## src/rtl/cfgport_pkg.sv

```systemverilog
package cfgport_pkg;

    localparam int CP_DATA_W     = 32;
    localparam int CP_FIFO_DEPTH = 16;
    localparam int CP_SIZE_W     = 8;
    localparam int CP_ADDR_W     = 3;
    localparam int CP_ABT_STEPS  = 4;
    localparam int CP_NIB_W      = 4;

    typedef enum logic [CP_ADDR_W-1:0] {
        REG_WDATA = 3'd0,
        REG_RDATA = 3'd1,
        REG_CTRL  = 3'd2,
        REG_STAT  = 3'd3,
        REG_SIZE  = 3'd4,
        REG_IER   = 3'd5
    } reg_addr_e;

    typedef enum logic [2:0] {
        ENG_IDLE,
        ENG_WRITE,
        ENG_READ,
        ENG_ABT_FLIP,
        ENG_ABT_WAIT
    } eng_state_e;

    typedef struct packed {
        logic rf_full;
        logic wf_empty;
        logic rf_over_half;
        logic wf_under_half;
    } irq_src_t;

    typedef struct packed {
        logic                 ce;
        logic                 we;
        logic [CP_DATA_W-1:0] din;
    } port_drive_t;

    localparam logic [CP_DATA_W-1:0] CMD_CFG      = 32'h0000_0001;
    localparam logic [CP_DATA_W-1:0] CMD_READBACK = 32'h0000_0002;
    localparam logic [CP_DATA_W-1:0] CMD_ABORT    = 32'h0000_0004;

    function automatic logic irq_reduce(input logic [3:0] en, input irq_src_t src);
        return |(en & src);
    endfunction

endpackage

```

## src/rtl/cfgport_fifo.sv

```systemverilog
module cfgport_fifo #(
    parameter int WIDTH = 32,
    parameter int DEPTH = 16
) (
    input  logic                         clk,
    input  logic                         rst,
    input  logic                         push,
    input  logic [WIDTH-1:0]             wdata,
    input  logic                         pop,
    output logic [WIDTH-1:0]             rdata,
    output logic [$clog2(DEPTH+1)-1:0]   count,
    output logic                         full,
    output logic                         empty
);
    localparam int AW = $clog2(DEPTH);
    localparam int CW = $clog2(DEPTH+1);
    localparam logic [AW-1:0] LAST = AW'(DEPTH - 1);

    logic [WIDTH-1:0] mem [DEPTH];
    logic [AW-1:0]    wp_q, rp_q;
    logic [CW-1:0]    cnt_q;
    logic             do_push, do_pop;

    function automatic logic [AW-1:0] bump(input logic [AW-1:0] p);
        return (p == LAST) ? '0 : p + 1'b1;
    endfunction

    assign full    = (cnt_q == CW'(DEPTH));
    assign empty   = (cnt_q == '0);
    assign count   = cnt_q;
    assign rdata   = mem[rp_q];
    assign do_push = push && !full;
    assign do_pop  = pop && !empty;

    always_ff @(posedge clk) begin
        if (do_push) begin
            mem[wp_q] <= wdata;
        end
    end

    always_ff @(posedge clk) begin
        if (rst) begin
            wp_q  <= '0;
            rp_q  <= '0;
            cnt_q <= '0;
        end else begin
            if (do_push) begin
                wp_q <= bump(wp_q);
            end
            if (do_pop) begin
                rp_q <= bump(rp_q);
            end
            case ({do_push, do_pop})
                2'b10:   cnt_q <= cnt_q + 1'b1;
                2'b01:   cnt_q <= cnt_q - 1'b1;
                default: cnt_q <= cnt_q;
            endcase
        end
    end
endmodule

```

## src/rtl/cfgport_abort_mon.sv

```systemverilog
module cfgport_abort_mon
    import cfgport_pkg::*;
#(
    parameter int STEPS = CP_ABT_STEPS
) (
    input  logic                        clk,
    input  logic                        rst,
    input  logic                        cp_ce,
    input  logic                        cp_we,
    input  logic [CP_NIB_W-1:0]         port_nib,
    input  logic                        clr_flag,
    output logic                        abort_done,
    output logic                        abort_flag,
    output logic [STEPS*CP_NIB_W-1:0]   abort_stat
);
    localparam int SW = (STEPS > 1) ? $clog2(STEPS) : 1;
    localparam logic [SW-1:0] LAST = SW'(STEPS - 1);

    logic                      prev_ce_q, prev_we_q;
    logic                      active_q;
    logic [SW-1:0]             step_q;
    logic                      done_q, flag_q;
    logic [STEPS*CP_NIB_W-1:0] stat_q;
    logic                      detect;

    assign detect     = cp_ce && prev_ce_q && (cp_we != prev_we_q) && !active_q;
    assign abort_done = done_q;
    assign abort_flag = flag_q;
    assign abort_stat = stat_q;

    always_ff @(posedge clk) begin
        if (rst) begin
            prev_ce_q <= 1'b0;
            prev_we_q <= 1'b0;
            active_q  <= 1'b0;
            step_q    <= '0;
            done_q    <= 1'b0;
            flag_q    <= 1'b0;
            stat_q    <= '0;
        end else begin
            prev_ce_q <= cp_ce;
            prev_we_q <= cp_we;
            done_q    <= 1'b0;
            if (clr_flag) begin
                flag_q <= 1'b0;
            end
            if (detect) begin
                stat_q              <= '0;
                stat_q[CP_NIB_W-1:0] <= port_nib;
                step_q              <= SW'(1);
                active_q            <= 1'b1;
            end else if (active_q) begin
                stat_q[step_q*CP_NIB_W +: CP_NIB_W] <= port_nib;
                if (step_q == LAST) begin
                    active_q <= 1'b0;
                    step_q   <= '0;
                    done_q   <= 1'b1;
                    flag_q   <= 1'b1;
                end else begin
                    step_q <= step_q + 1'b1;
                end
            end
        end
    end
endmodule

```

## src/rtl/cfgport_engine.sv

```systemverilog
module cfgport_engine
    import cfgport_pkg::*;
#(
    parameter int DEPTH  = CP_FIFO_DEPTH,
    parameter int SIZE_W = CP_SIZE_W
) (
    input  logic                          clk,
    input  logic                          rst,
    input  logic                          start_wr,
    input  logic                          start_rd,
    input  logic                          abort_req,
    input  logic [SIZE_W-1:0]             size,
    input  logic                          wf_empty,
    input  logic [CP_DATA_W-1:0]          wf_head,
    output logic                          wf_pop,
    input  logic [$clog2(DEPTH+1)-1:0]    rf_cnt,
    output logic                          rf_push,
    output logic [CP_DATA_W-1:0]          rf_wdata,
    input  logic [CP_DATA_W-1:0]          cp_dout,
    input  logic                          abort_done,
    output logic                          cp_ce,
    output logic                          cp_we,
    output logic [CP_DATA_W-1:0]          cp_din,
    output logic                          busy,
    output logic                          fin
);
    eng_state_e         state_q;
    port_drive_t        drv_q;
    logic [SIZE_W-1:0]  issued_q, size_q;
    logic               rd_q;
    logic               abort_go, issue_ok;

    assign cp_ce    = drv_q.ce;
    assign cp_we    = drv_q.we;
    assign cp_din   = drv_q.din;
    assign busy     = (state_q != ENG_IDLE);
    assign rf_push  = rd_q;
    assign rf_wdata = cp_dout;

    always_comb begin
        abort_go = abort_req && (state_q == ENG_WRITE || state_q == ENG_READ);
        issue_ok = (state_q == ENG_READ) && !abort_go && (issued_q != size_q)
                   && ((int'(rf_cnt) + int'(rd_q)) < DEPTH);
        wf_pop   = (state_q == ENG_WRITE) && !wf_empty && !abort_go;
        fin      = 1'b0;
        case (state_q)
            ENG_WRITE:    fin = wf_empty && !abort_go;
            ENG_READ:     fin = !issue_ok && !rd_q && !abort_go;
            ENG_ABT_WAIT: fin = abort_done;
            default:      fin = 1'b0;
        endcase
    end

    always_ff @(posedge clk) begin
        if (rst) begin
            state_q  <= ENG_IDLE;
            drv_q    <= '0;
            issued_q <= '0;
            size_q   <= '0;
            rd_q     <= 1'b0;
        end else begin
            case (state_q)
                ENG_IDLE: begin
                    drv_q.ce <= 1'b0;
                    rd_q     <= 1'b0;
                    if (start_wr) begin
                        state_q <= ENG_WRITE;
                    end else if (start_rd) begin
                        state_q  <= ENG_READ;
                        issued_q <= '0;
                        size_q   <= size;
                    end
                end
                ENG_WRITE: begin
                    if (abort_go) begin
                        drv_q.ce <= 1'b1;
                        state_q  <= ENG_ABT_FLIP;
                    end else if (wf_empty) begin
                        drv_q.ce <= 1'b0;
                        state_q  <= ENG_IDLE;
                    end else begin
                        drv_q.ce  <= 1'b1;
                        drv_q.we  <= 1'b1;
                        drv_q.din <= wf_head;
                    end
                end
                ENG_READ: begin
                    rd_q <= 1'b0;
                    if (abort_go) begin
                        drv_q.ce <= 1'b1;
                        state_q  <= ENG_ABT_FLIP;
                    end else if (issue_ok) begin
                        drv_q.ce <= 1'b1;
                        drv_q.we <= 1'b0;
                        issued_q <= issued_q + 1'b1;
                        rd_q     <= 1'b1;
                    end else begin
                        drv_q.ce <= 1'b0;
                        if (!rd_q) begin
                            state_q <= ENG_IDLE;
                        end
                    end
                end
                ENG_ABT_FLIP: begin
                    drv_q.ce <= 1'b1;
                    drv_q.we <= ~drv_q.we;
                    state_q  <= ENG_ABT_WAIT;
                end
                ENG_ABT_WAIT: begin
                    if (abort_done) begin
                        drv_q.ce <= 1'b0;
                        state_q  <= ENG_IDLE;
                    end
                end
                default: state_q <= ENG_IDLE;
            endcase
        end
    end
endmodule

```

## src/rtl/cfgport_ctrl.sv

```systemverilog
module cfgport_ctrl
    import cfgport_pkg::*;
#(
    parameter int FIFO_DEPTH = CP_FIFO_DEPTH,
    parameter int SIZE_W     = CP_SIZE_W
) (
    input  logic                  clk,
    input  logic                  rst,
    input  logic [CP_ADDR_W-1:0]  reg_addr,
    input  logic                  reg_wr,
    input  logic                  reg_rd,
    input  logic [CP_DATA_W-1:0]  reg_wdata,
    output logic [CP_DATA_W-1:0]  reg_rdata,
    output logic                  irq,
    output logic                  cp_ce,
    output logic                  cp_we,
    output logic [CP_DATA_W-1:0]  cp_din,
    input  logic [CP_DATA_W-1:0]  cp_dout
);
    localparam int CW     = $clog2(FIFO_DEPTH + 1);
    localparam int HALF   = FIFO_DEPTH / 2;
    localparam int STAT_W = CP_ABT_STEPS * CP_NIB_W;

    logic                 wf_push, wf_pop, wf_full, wf_empty;
    logic [CW-1:0]        wf_cnt;
    logic [CP_DATA_W-1:0] wf_head;
    logic                 rf_push, rf_pop, rf_full, rf_empty;
    logic [CW-1:0]        rf_cnt;
    logic [CP_DATA_W-1:0] rf_head, rf_wdata;

    logic [1:0]           ctrl_q;
    logic [3:0]           ier_q;
    logic [SIZE_W-1:0]    size_q;
    logic                 busy, fin;
    logic                 wr_ctrl, start_wr, start_rd, abort_req;
    logic                 abort_done, abort_flag;
    logic [STAT_W-1:0]    abort_stat;
    irq_src_t             src;

    assign wr_ctrl   = reg_wr && (reg_addr == REG_CTRL);
    assign start_wr  = wr_ctrl && (reg_wdata == CMD_CFG)      && !busy && (ctrl_q == 2'b00);
    assign start_rd  = wr_ctrl && (reg_wdata == CMD_READBACK) && !busy && (ctrl_q == 2'b00);
    assign abort_req = wr_ctrl && (reg_wdata == CMD_ABORT);
    assign wf_push   = reg_wr && (reg_addr == REG_WDATA) && !wf_full;
    assign rf_pop    = reg_rd && (reg_addr == REG_RDATA) && !rf_empty;

    cfgport_fifo #(.WIDTH(CP_DATA_W), .DEPTH(FIFO_DEPTH)) u_wfifo (
        .clk   (clk),
        .rst   (rst),
        .push  (wf_push),
        .wdata (reg_wdata),
        .pop   (wf_pop),
        .rdata (wf_head),
        .count (wf_cnt),
        .full  (wf_full),
        .empty (wf_empty)
    );

    cfgport_fifo #(.WIDTH(CP_DATA_W), .DEPTH(FIFO_DEPTH)) u_rfifo (
        .clk   (clk),
        .rst   (rst),
        .push  (rf_push),
        .wdata (rf_wdata),
        .pop   (rf_pop),
        .rdata (rf_head),
        .count (rf_cnt),
        .full  (rf_full),
        .empty (rf_empty)
    );

    cfgport_engine #(.DEPTH(FIFO_DEPTH), .SIZE_W(SIZE_W)) u_engine (
        .clk        (clk),
        .rst        (rst),
        .start_wr   (start_wr),
        .start_rd   (start_rd),
        .abort_req  (abort_req),
        .size       (size_q),
        .wf_empty   (wf_empty),
        .wf_head    (wf_head),
        .wf_pop     (wf_pop),
        .rf_cnt     (rf_cnt),
        .rf_push    (rf_push),
        .rf_wdata   (rf_wdata),
        .cp_dout    (cp_dout),
        .abort_done (abort_done),
        .cp_ce      (cp_ce),
        .cp_we      (cp_we),
        .cp_din     (cp_din),
        .busy       (busy),
        .fin        (fin)
    );

    cfgport_abort_mon #(.STEPS(CP_ABT_STEPS)) u_abort (
        .clk        (clk),
        .rst        (rst),
        .cp_ce      (cp_ce),
        .cp_we      (cp_we),
        .port_nib   (cp_dout[7:4]),
        .clr_flag   (start_wr || start_rd),
        .abort_done (abort_done),
        .abort_flag (abort_flag),
        .abort_stat (abort_stat)
    );

    always_ff @(posedge clk) begin
        if (rst) begin
            ctrl_q <= 2'b00;
            ier_q  <= 4'h0;
            size_q <= '0;
        end else begin
            if (start_wr) begin
                ctrl_q <= 2'b01;
            end else if (start_rd) begin
                ctrl_q <= 2'b10;
            end else if (fin) begin
                ctrl_q <= 2'b00;
            end
            if (reg_wr && reg_addr == REG_IER) begin
                ier_q <= reg_wdata[3:0];
            end
            if (reg_wr && reg_addr == REG_SIZE) begin
                size_q <= reg_wdata[SIZE_W-1:0];
            end
        end
    end

    always_comb begin
        src.rf_full       = rf_full;
        src.wf_empty      = wf_empty;
        src.rf_over_half  = (int'(rf_cnt) > HALF);
        src.wf_under_half = (int'(wf_cnt) < HALF);
        irq               = irq_reduce(ier_q, src);
    end

    always_comb begin
        reg_rdata = '0;
        case (reg_addr)
            REG_RDATA: reg_rdata = rf_empty ? '0 : rf_head;
            REG_CTRL:  reg_rdata = {30'd0, ctrl_q};
            REG_STAT:  reg_rdata = {abort_stat, 14'd0, abort_flag, !busy};
            REG_SIZE:  reg_rdata = CP_DATA_W'(size_q);
            REG_IER:   reg_rdata = {28'd0, ier_q};
            default:   reg_rdata = '0;
        endcase
    end
endmodule

```

## config.mk

```make
export PLATFORM = sky130hd
export DESIGN_NAME = cfgport_ctrl
export DESIGN_NICKNAME = d
export VERILOG_FILES = /design/src/rtl/cfgport_pkg.sv /design/src/rtl/cfgport_fifo.sv /design/src/rtl/cfgport_abort_mon.sv /design/src/rtl/cfgport_engine.sv /design/src/rtl/cfgport_ctrl.sv
export SDC_FILE = /design/constraint.sdc
export NUM_CORES = 1
export LEC_CHECK = 0
export ABC_AREA = 1
export BUFFER_PORTS_ARGS = -buffer_cell sky130_fd_sc_hd__buf_2
export CAP_MARGIN = 20
export CORE_MARGIN = 1
export CORE_UTILIZATION = 30
export DETAILED_ROUTE_END_ITERATION = 8
export GPL_TIMING_DRIVEN = 0
export MAX_ROUTING_LAYER = met4
export SLEW_MARGIN = 20
export SYNTH_ARGS = -nofsm -noshare
export SYNTH_HDL_FRONTEND = slang
export SYNTH_SLANG_ARGS = --single-unit
```

## constraint.sdc

```tcl
create_clock -name clk -period 7.75 [get_ports clk]
set_clock_uncertainty 0.15 [all_clocks]
set_input_delay 0.3875 -clock clk [delete_from_list [all_inputs] [get_ports clk]]
set_output_delay 0.3875 -clock clk [all_outputs]
set_load 0.02 [all_outputs]
```

==> flow_summary_export.csv <==
group,metric,value,unit
grt,grt-ovfl-total,0,
cells_and_area,syn_to_final_growth,19.31,%
route,totalWireLength,146.5,mm
sta,worstMarginPinSlew,1.086,ns
grt,top_usage_layer,"met2",
sta,hold_viol,0,
grt,grt_util_met3,5.000,%
clock_tree,cts_sinks,1149,
sta,fin_crit,4.296,ns
setup_path,rrSetupSlack,4.21,ns
flow_run,maxCapViolations,0,
grt,antenna_found_initial,13,
cells_and_area,drive_gt1_share,10.81,%
sta,relSlewSlack,27.57,%
synth,syn_area_per_cell,12.67,µm²
floorplan,core,150000,µm²
synth,netlist_area,45360,µm²
sta,drv_slew,0,
synth,ys.flop_type,"edfxtp_1",
clock_tree,tritoncts,"yes",
pwr,max-vdd-ir-drop,0.2189,mV
pwr,cellPowerDensity,227.1,nW/µm²
synth,synth-seq-cells,1149,
placement,port_buffers,136,
clock_tree,cts.path.max_buffers,3,
sta,rsz0062_at_grt,"false",
route,vias_per_cell,5.314,
grt,use_met2,29.93,%
synth,synth_enable_flop_cells,1024,
grt,grt_pass1_vias,30760,
sta,layout_setup_ws,3.454,ns
pwr,p_leak,17.61,nW
route,num_vias,32210,
setup_path,cp.required,7.21,ns
cells_and_area,multiInputGateArea,10980,µm²
sta,period_share,55.43,%
floorplan,die_w,390.8,µm
route,ant_nets,0,
synth,syn_inst,3579,
placement,pre_cts_slack,3.797,ns
grt,grt_pass1_wl,209.4,mm
route,drc_errors,0,
grt,grt_start_max_net_pins,23,
clock_tree,cts.htree.levels,3,
setup_path,endpoint_kind,"primary output",
route,post_drt_wl_per_cell,24.17,µm
clock_tree,ctsResizeCount,0,
synth,ys_types,49,
sta,setup_viol,0,
sta,finalSetupTns,0,ns
route,drt_iter0_markers,4131,
setup_path,worstPathCellList,"inv_1, buf_2, clkbuf_1, o21ai_0, o22ai_1, nand2_1, nand3_1, nand3_1, nand3_1, buf_2",
clock_tree,cts.clk_slew.worst_paths,0.06,ns
clock_tree,insertion_delay,0.72,ns
floorplan,die_y,390.8,µm
placement,routabilityCongestion,0.8731,
route,first_pass_iters,6,
floorplan,design.die.area,152800,µm²
synth,yosysSeqAreaShare,73.31,%
setup_path,startpoint_type,"flop",
setup_path,slowest_stage,"clkbuf_1",
grt,grt_util_met1,24.54,%
setup_path,cp.arrival,3.76,ns
cells_and_area,regArea,33250,µm²
setup_path,path_class,"flop to primary output",
floorplan,start_util,30.25,%
status,status,"complete, no violations",
placement,dp_hpwl,96.59,mm
grt,track_usage,19.23,%
worst_hold_path,hold_class,"input pin to flop",
setup_path,cpMostUsedCell,"nand3_1",
setup_path,crit_path_max_incr_delay,0.56,ns
clock_tree,clock_tree.root_cell,"clkbuf_16",
cells_and_area,n_fill_cell,14470,
clock_tree,cts_made_buffers,109,
setup_path,path_max_fanout,10,
synth,yosysWarningCount,0,
cells_and_area,nets,4036,
synth,synth_fp_nets,3676,
sta,max_freq,232.8,MHz
floorplan,pin_count,138,
floorplan,rows,142,
synth,ys_async_sr_fraction,0,%
synth_stat cells (all sizes together), types with 2 or more instances:
master | count | area share, %
fa | 2 | 0.088
o21ai | 634 | 7.0
inv | 95 | 0.79
edfxtp | 1024 | 68
a21oi | 74 | 0.82
ha | 24 | 0.66
nand2 | 212 | 1.8
a32oi | 4 | 0.077
clkinv | 4 | 0.033
o221ai | 190 | 3.7
a21boi | 2 | 0.033
o211ai | 6 | 0.099
xnor2 | 4 | 0.077
dfxtp | 125 | 5.5
nor3 | 12 | 0.15
mux2i | 3 | 0.066
a22o | 4 | 0.077
nand3 | 129 | 1.5
nor4 | 3 | 0.041
nand4 | 18 | 0.25
a22oi | 8 | 0.13
a211oi | 9 | 0.15
a31oi | 33 | 0.46
clkbuf | 178 | 1.5
buf | 56 | 0.69
xor2 | 5 | 0.097
nor3b | 4 | 0.066
o22ai | 67 | 0.92
nor2 | 644 | 5.4
metrics by stage:
| stage | total power [mW] | hold slack [ns] | std cells | instance area (µm²) | util, % |
|---|---|---|---|---|---|
| final | 12.29 | 0.08562 | 6060 | 54120 | 36.09 |
| after CTS | 12.33 | 0.06089 | 6048 | 54080 | 36.06 |
| after detailed placement | 7.038 | 0.3061 | 5777 | 49840 | 33.23 |
| after global placement | 7.030 | 0.3025 | 5731 | 48560 | 32.39 |
| after floorplan | 6.913 | 0.2858 | 3579 | 45360 | - |
| after global routing | 12.56 | 0.1078 | 6058 | 54110 | 36.09 |
layout make-up:
cell class,instances,area share [%]
clock inverter,48,1.003
timing repair buffer,249,4.425
multi-input combinational,2097,20.29
antenna,11,0.05086
inverter,99,0.6913
clock buffer,157,5.616
tap,2016,4.661
buffer,234,1.815
sequential,1149,61.44
final timing paths:
kind,startpoint,endpoint,cells past startpoint
worst max-delay path,flop,reg_rdata[0],10
worst min register to register,u_engine.cp_ce,u_abort.prev_ce_q,2
worst min-delay path,rst,u_rfifo.wp_q[0],2
worst max register to register,u_engine.state_q[0],u_wfifo.count[4],20
where the power goes:
part	internal (mW)	switching, mW	total, mW	leakage (nW)
sequential	6.74	0.00270	6.74	10.2
combinational	0.0506	0.146	0.197	5.66
clock	2.98	2.37	5.35	1.74
total	9.77	2.52	12.3	17.6
flip-flops by register name, indices dropped and copies added (netlist names), 2 cells and up, named ones only:
name,count
u_rfifo.mem,512
u_wfifo.mem,512
u_engine.cp_din,32
u_abort.abort_stat,16
size_q,8
u_engine.issued_q,8
u_engine.size_q,8
u_rfifo.count,5
u_wfifo.count,5
ier_q,4
u_rfifo.rp_q,4
u_rfifo.wp_q,4
u_wfifo.rp_q,4
u_wfifo.wp_q,4
u_engine.state_q,3
ctrl_q,2
u_abort.step_q,2
worst max-delay path, delay by kind of cell (launching register included):
kind                   cells  cell delay (ns)
AND/OR/NAND/NOR            4             0.77
AO/OA/AOI/OAI              2             0.34
flip-flops                 1             0.45
buffers and inverters      4             1.48
layout by cell type, fill, tap and decap left out, types with 7 or more instances in the layout:
cell type | synthesis | layout
a211oi_1 | 9 | 9
a21oi_1 | 74 | 74
a22oi_1 | 8 | 8
a31oi_1 | 33 | 33
buf_1 | 9 | 9
buf_12 | 0 | 17
buf_16 | 0 | 24
buf_2 | 38 | 174
buf_4 | 3 | 7
buf_6 | 6 | 8
bufinv_16 | 0 | 7
clkbuf_1 | 178 | 214
clkbuf_16 | 0 | 110
clkbuf_8 | 0 | 11
clkinv_1 | 4 | 16
clkinv_2 | 0 | 17
dfxtp_1 | 125 | 125
diode_2 | 0 | 11
dlygate4sd3_1 | 0 | 66
edfxtp_1 | 1024 | 1024
ha_1 | 24 | 24
inv_1 | 91 | 90
nand2_1 | 208 | 208
nand3_1 | 126 | 126
nand4_1 | 18 | 18
nor2_1 | 641 | 611
nor2_4 | 1 | 31
nor3_1 | 10 | 9
o21ai_0 | 619 | 619
o21ai_1 | 15 | 15
o221ai_1 | 190 | 190
o22ai_1 | 67 | 67
timing repair:
item                      4_1_cts  5_1_grt
hold buffers                   66        0
hold endpoints to repair     1022        0
setup buffers                   0        0
per-layer routing:
metal	wire length [µm]	vias up
met3	16220	301
met1	58420	15930
met4	4331	0
met2	67530	1844
met5	0	-
li1	-	14130
cell families after synthesis:
| family | Yosys count | share of synthesized area [%] |
|---|---|---|
| multiplexers | 3 | 0.06620 |
| XOR/XNOR | 9 | 0.1738 |
| AND/OR/NAND/NOR | 1024 | 9.210 |
| buffers and inverters | 333 | 2.990 |
| adder cells (fa/ha/maj) | 26 | 0.7503 |
| AO/OA/AOI/OAI | 1035 | 13.50 |
| flip-flops | 1149 | 73.31 |
Power figures use the tool's default switching activity.
